$ cat config.mk
export PLATFORM = sky130hd
export DESIGN_NAME = tile_match_select
export DESIGN_NICKNAME = d
export VERILOG_FILES = /design/src/rtl/tile_match_select.sv
export SDC_FILE = /design/constraint.sdc
export NUM_CORES = 1
export LEC_CHECK = 0
export ABC_AREA = 0
export BUFFER_PORTS_ARGS = -buffer_cell sky130_fd_sc_hd__buf_2
export CAP_MARGIN = 20
export CELL_PAD_IN_SITES_DETAIL_PLACEMENT = 1
export CELL_PAD_IN_SITES_GLOBAL_PLACEMENT = 1
export CORE_ASPECT_RATIO = 1.4
export CORE_MARGIN = 1.5
export CORE_UTILIZATION = 41
export CTS_CLUSTER_SIZE = 20
export DETAILED_ROUTE_END_ITERATION = 6
export PLACE_DENSITY_LB_ADDON = 0.1
export SLEW_MARGIN = 20
export SYNTH_ARGS = -nofsm -noshare
export SYNTH_HDL_FRONTEND = slang
export SYNTH_SLANG_ARGS = --single-unit
$ cat constraint.sdc
create_clock -name clk -period 0.9 [get_ports clk]
set_input_delay 0.045 -clock clk [delete_from_list [all_inputs] [get_ports clk]]
set_output_delay 0.045 -clock clk [all_outputs]
set_load 0.03 [all_outputs]
$ cat src/rtl/tile_match_select.sv
module tile_match_select #(
  parameter int NUM = 8,
  parameter int POS = 2,
  parameter int SYM_W = 2
) (
  input  logic                         clk,
  input  logic                         rst_n,
  input  logic                         req_valid,
  input  logic                         left_present,
  input  logic                         up_present,
  input  logic [POS*SYM_W-1:0]         left_plug,
  input  logic [POS*SYM_W-1:0]         up_plug,
  input  logic [NUM*POS*SYM_W-1:0]     cand_left_sock,
  input  logic [NUM*POS*SYM_W-1:0]     cand_up_sock,
  output logic                         rsp_valid,
  output logic                         rsp_place,
  output logic                         rsp_default,
  output logic [$clog2(NUM)-1:0]       rsp_index,
  output logic [$clog2(2*POS+1)-1:0]   rsp_energy
);
  localparam int EDGE_W = POS*SYM_W;
  localparam int IDX_W  = $clog2(NUM);
  localparam int EN_W   = $clog2(2*POS+1);

  // {survives, energy}
  function automatic logic [EN_W:0] rate(input logic [EDGE_W-1:0] pl, pu, sl, su);
    logic ok;
    logic [EN_W-1:0] e;
    ok = 1'b1;
    e  = '0;
    for (int k = 0; k < POS; k++) begin
      if (pl[k*SYM_W +: SYM_W] != '0 && sl[k*SYM_W +: SYM_W] != '0) begin
        if (pl[k*SYM_W +: SYM_W] == sl[k*SYM_W +: SYM_W]) e = e + 1'b1;
        else ok = 1'b0;
      end
      if (pu[k*SYM_W +: SYM_W] != '0 && su[k*SYM_W +: SYM_W] != '0) begin
        if (pu[k*SYM_W +: SYM_W] == su[k*SYM_W +: SYM_W]) e = e + 1'b1;
        else ok = 1'b0;
      end
    end
    return {ok, e};
  endfunction

  logic [NUM-1:0]  cand_ok;
  logic [EN_W-1:0] cand_e [NUM];

  for (genvar i = 0; i < NUM; i++) begin : g_cand
    logic [EN_W:0] r;
    assign r = rate(left_plug, up_plug,
                    cand_left_sock[i*EDGE_W +: EDGE_W],
                    cand_up_sock[i*EDGE_W +: EDGE_W]);
    assign cand_ok[i] = r[EN_W];
    assign cand_e[i]  = r[EN_W-1:0];
  end

  logic             any_ok;
  logic [IDX_W-1:0] best_i;
  logic [EN_W-1:0]  best_e;
  logic             both_here;

  always_comb begin
    any_ok = 1'b0;
    best_i = '0;
    best_e = '0;
    for (int i = 0; i < NUM; i++) begin
      if (cand_ok[i] && (!any_ok || cand_e[i] >= best_e)) begin
        any_ok = 1'b1;
        best_i = IDX_W'(i);
        best_e = cand_e[i];
      end
    end
  end

  assign both_here = left_present & up_present;

  always_ff @(posedge clk or negedge rst_n) begin
    if (!rst_n) begin
      rsp_valid   <= 1'b0;
      rsp_place   <= 1'b0;
      rsp_default <= 1'b0;
      rsp_index   <= '0;
      rsp_energy  <= '0;
    end else begin
      rsp_valid <= req_valid;
      if (req_valid) begin
        rsp_place   <= both_here;
        rsp_default <= both_here & ~any_ok;
        rsp_index   <= (both_here & any_ok) ? best_i : '0;
        rsp_energy  <= (both_here & any_ok) ? best_e : '0;
      end
    end
  end
endmodule

==> summary.md, run 1 <==
| Metric | Value |
|---|---|
| Outcome | `did not finish` |
| Last stage | `global routing (5_1_grt)` |
| Log Error | `[ERROR GRT-0232] Routing congestion too high. Check the congestion heatmap in the GUI.` |
| RePlAce Congestion | `between 0.7 and 0.8` |
| CTS buffer count | `3` |
| Die X | `~85 um` |
| Top-area cell type share of the netlist area | `0.153` |
| Netlist cell types | `64` |
| Die height | `between 100 and 150 um` |
| H-tree levels | `1` |
| Overflow after GRT | `between 500 and 600` |
| Worst EP kind | `register data pin` |
| CTS max path bufs | `2` |
| Post-synthesis net count | `666` |
| Ports | `between 80 and 90` |
| Area leader, netlist | `xor2_1` |
| Synth top area cells | `xor2_1 (15%), ha_1 (14%), nand2_1 (10%)` |
| Hpwl dp | `roughly 14000 um` |
| Synth Flop Type | `dfrtp_1` |
| Post-Syn Area | `a little under 0.004 mm2` |
| Largest net degree at the start of global routing | `21` |
| Post-Place Cells | `879` |
| YS warnings | `0` |
| Post-synth ARST share | `1.00` |
| Row count | `about 40` |
| Post-synthesis sequential area ratio | `0.0577` |
| Post-GRT worst EP | `rsp_index[1]$_DFFE_PN0P_/D` |
| Count of input and output buffers | `85` |
| Cells after Synth | `around 550` |
| Initial Util | `0.427` |
| #FFs+latches synth | `9` |
| Tot GR Track Use | `0.894` |
| Clk root buf | `clkbuf_16` |
| # clock sinks | `9` |
| Post-synth EDFFs | `0` |
| Syn avg cell area | `7.16 um2` |
## synth_stat cells, types with 3 or more instances
cell type and number:
a21o_1 8, a21oi_1 9, a32oi_1 4, and2_1 4, buf_2 13, buf_4 4, dfrtp_1 9, ha_1 44
inv_1 29, mux2_2 15, mux2i_1 6, nand2_1 107, nand2b_1 13, nand3_1 19, nor2_1 31, nor2b_1 13
nor3_1 4, nor3b_1 3, nor4_1 8, o211ai_1 3, o21a_1 5, o21ai_0 27, o21ai_1 4, o22ai_1 4
o31ai_1 7, o32ai_1 6, or2_2 5, xnor2_1 25, xor2_1 68
## stage by stage
step | util | instance area (um2) | setup slack, ns
CTS | 0.691 | 6310 | -9.37
detailed placement | 0.627 | 5730 | -10.19
floorplan | - | 4100 | -9.32
global placement | 0.627 | 5730 | -9.39
## cells by family after synthesis
family | after synthesis | share of synthesized area
adders and majority gates | 45 | 0.144
muxes | 22 | 0.0644
AOI/OAI and AO/OA | 110 | 0.205
DFF | 9 | 0.0577
and+or+nand+nor | 215 | 0.256
xor gates and xnor gates | 94 | 0.215
buffers and inverters | 50 | 0.0580
## timing repair
item	CTS
hold endpoints to repair	9
gates resized for setup	65
setup endpoints to repair	7
pin swaps	41
hold buffers	1
setup buffers	21
## per-layer routing
metal	GRT overflow	GRT usage
met5	0	0.144
met4	138	0.988
met3	3	0.676
met2	411	1.15
met1	3	0.826
==> run 2, diff against run 1 <==
==> config.mk (replaced) <==
export PLATFORM = sky130hd
export DESIGN_NAME = tile_match_select
export DESIGN_NICKNAME = d
export VERILOG_FILES = /design/src/rtl/tile_match_select.sv
export SDC_FILE = /design/constraint.sdc
export NUM_CORES = 1
export LEC_CHECK = 0
export ABC_AREA = 0
export BUFFER_PORTS_ARGS = -buffer_cell sky130_fd_sc_hd__buf_2
export CAP_MARGIN = 20
export CORE_MARGIN = 1.5
export CORE_UTILIZATION = 30
export DETAILED_ROUTE_END_ITERATION = 6
export PLACE_DENSITY_LB_ADDON = 0.15
export SLEW_MARGIN = 20
export SYNTH_ARGS = -nofsm -noshare
export SYNTH_HDL_FRONTEND = slang
export SYNTH_SLANG_ARGS = --single-unit
==> run 2 against run 1 <==
The flow now finishes, with violations (setup timing); synthesized cell count stayed put; synthesized area stayed put.
==> summary.md, run 2 <==
| Metric | Value |
|---|---|
| Outcome | `finished with violations` |
| Failing checks | `setup timing` |
| Top post-synthesis cells by count | `nand2_1 (107), xor2_1 (68), ha_1 (44), nor2_1 (31), inv_1 (29)` |
| Netlist cell types | `64 (unchanged)` |
| Peak supply drop | `a little over 700 uV` |
| CP most frequent cell | `buf_4` |
| Unrepaired setup endpoints after global routing | `yes` |
| Post-synth EDFFs | `0 (unchanged)` |
| First DRT Iteration DRCs | `between 100 and 150` |
| Max-Cap Viols | `0` |
| H-tree levels | `1 (unchanged)` |
| Design Area, Final | `approximately 0.007 mm2` |
| Count of input and output buffers | `85 (unchanged)` |
| Slowest CP cell | `ha_1` |
| Min Tclk post-route | `10.10 ns` |
| Cell with the most instances after synthesis | `nand2_1` |
| Cells after Synth | `545 (unchanged)` |
| Hold WC Path Type | `in2reg` |
| Die X | `117 um (+37%)` |
| RePlAce Congestion | `0.767 (-1.9%)` |
| CTS tree | `yes` |
| Routed wire length | `13100 um` |
| DR vias | `roughly 5000` |
| Area leader, netlist | `xor2_1` |
| Top Registers | `rsp_energy (3), rsp_index (3)` |
| Post-synthesis sequential area ratio | `0.0577 (unchanged)` |
| Syn avg cell area | `7.16 um2 (unchanged)` |
| Pleak | `around 3.3 nW` |
| Synth Flop Type | `dfrtp_1` |
| Relative slew slack | `0.685` |
| Drt via density | `4.80` |
| Overflow after GRT | `0` |
| Row count | `41 (unchanged)` |
| Tot GR Track Use | `0.186` |
| Die height | `117 um (-1.2%)` |
| #FFs+latches synth | `9 (unchanged)` |
| Hold Slack | `approximately 0.033 ns` |
| Synth top area cells | `xor2_1 (15%), ha_1 (14%), nand2_1 (10%)` |
| # clock sinks | `9 (unchanged)` |
| CTS max path bufs | `2 (unchanged)` |
| Clk Latency, worst-skew pair | `about 0.23 ns` |
| Share of cells above drive strength 1 | `0.502` |
| Final Hold Fails | `0` |
| Post-synthesis net count | `666 (unchanged)` |
| Post-Syn Area | `0.00390 mm2 (unchanged)` |
| WS Path Type | `in2reg` |
| Die ar. | `around 0.014 mm2` |
| Final setup fails | `7` |
| Reg-to-reg startpoint | `rsp_index[0]$_DFFE_PN0P_` |
| Worst Hold Launch | `req_valid` |
| Worst slew pin tran | `about 0.47 ns` |
| Worst-path clk slew | `0.04 ns` |
| Area of the core | `approximately 0.013 mm2` |
| Fin. max-slew vios | `0` |
| Area delta synth->final | `75.2%` |
| Most common cell after layout, fill and taps aside | `buf_4` |
| Ports | `86 (unchanged)` |
| DRT Pass-1 Iters | `4` |
| Cell Area, Placed | `0.00586 mm2 (+2.3%)` |
| Crit end category | `flip-flop` |
| Post-synth ARST share | `1.00 (unchanged)` |
| DRC viols | `0` |
| CP max stage delay | `roughly 0.36 ns` |
| R2R Setup Slk | `0.13 ns` |
| Worst min-delay path endpoint | `rsp_valid$_DFF_PN0_` |
| Maximum clock frequency | `~0.099 GHz` |
| FF-to-FF path depth | `1` |
| Antenna Nets Post-Route | `0` |
| Worst-path fanout max | `5` |
| Vias in the first global route | `4738` |
| Setup ws final | `-9.20 ns` |
| Min-Delay Path Depth | `2` |
| Initial antenna violation count | `0` |
| Pwr Total | `7.47 mW` |
| Nets | `just under 1000` |
| Power density over cell area | `about 1100 mW/mm2` |
| R2r endpoint | `rsp_index[0]$_DFFE_PN0P_` |
| Placement Setup Slack | `-9.70 ns (+0.493 ns)` |
| WP data arrival | `between 10 and 15 ns` |
| WL per Instance | `~13 um` |
| Hpwl dp | `10400 um (-28%)` |
| Top-area cell type share of the netlist area | `0.153 (unchanged)` |
| Commonest cells after routing, fill and taps aside | `buf_4 (225), nand2_1 (102), buf_2 (83), xor2_1 (61), ha_1 (37)` |
| Clk root buf | `clkbuf_16` |
| YS warnings | `0 (unchanged)` |
| CTS buffer count | `3 (unchanged)` |
| WP data required | `~1.0 ns` |
| Final period util | `11.2` |
| First-pass GRT wire length | `between 20000 and 25000 um` |
| Post-Route Skew | `0 ns` |
| CP Launch Type | `input port` |
| Largest net degree at the start of global routing | `21` |
| Initial Util | `0.308 (-0.119)` |
[run 2: kinds of logic (layout without fill, tap and decap cells)]
group / after synthesis / after routing / synth area share
xor+xnor: 94 / 94 / 0.215
flops: 9 / 9 / 0.0577
compound gates: 110 / 110 / 0.205
fa+ha+maj: 45 / 45 / 0.144
simple gates: 215 / 215 / 0.256
buf+inv: 50 / 349 / 0.0580
other cells: 0 / 1 / 0
mux: 22 / 22 / 0.0644
[run 2: worst max path at each step]
| stage | startpoint | endpoint | slack (ns) | cells after the start |
|---|---|---|---|---|
| 3_5_place_dp | left_plug[1] | rsp_energy[1]$_DFFE_PN0P_ | -9.70 | 60 |
| 6_report | left_plug[1] | rsp_index[0]$_DFFE_PN0P_ | -9.20 | 67 |
| 5_1_grt | left_plug[1] | rsp_index[2]$_DFFE_PN0P_ | -9.73 | 60 |
| 4_1_cts | left_plug[1] | rsp_index[1]$_DFFE_PN0P_ | -9.01 | 60 |
| 2_1_floorplan | left_plug[1] | rsp_energy[1]$_DFFE_PN0P_ | -9.32 | 64 |
| 3_3_place_gp | left_plug[1] | rsp_energy[1]$_DFFE_PN0P_ | -9.39 | 60 |
[run 2: repair_timing]
action                                 4_1_cts  5_1_grt
hold buffers                                 1        0
gates resized for setup                     47       33
endpoints found under the hold margin        9        0
setup buffers                               56        5
setup endpoints to repair                    7        7
pin swaps                                   57       15
[run 2: worst max-delay path: cells and delay by family]
family | cells | cell delay, ns
simple gates | 13 | 1.53
buf+inv | 27 | 3.28
compound gates | 19 | 3.13
fa+ha+maj | 7 | 1.96
mux | 1 | 0.30
[run 2: per-stage QoR]
step	cells	setup TNS (ns)	utilization
global placement	951	-57.75	0.463
CTS	1011	-55.25	0.523
finish	1017	-56.08	0.540
detailed placement	951	-59.66	0.463
floorplan	545	-56.45	-
global route	1016	-59.46	0.539
[run 2: layout make-up]
cell class,count,area [um2]
diodes,1,2.50
clock buffers,4,78.8
fillers,1238,5830
inverters,29,109
multi-input cells,486,4000
flip-flops and latches,9,225
well taps,172,215
repair buffers,316,2210
[run 2: where the power goes]
group | internal [mW] | switching [mW]
combinational | 3.51 | 2.70
clock | 0.592 | 0.191
sequential | 0.452 | 0.0263
total | 4.55 | 2.92
[run 2: routing by layer]
layer / GRT usage / up-vias / share of wire
li1: - / 2497 / -
met1: 0.207 / 2281 / 0.42
met2: 0.383 / 94 / 0.54
met3: 0.0170 / 13 / 0.030
met4: 0.0337 / 0 / 0.016
met5: 0 / - / 0
(Power assumes the default switching activity.)
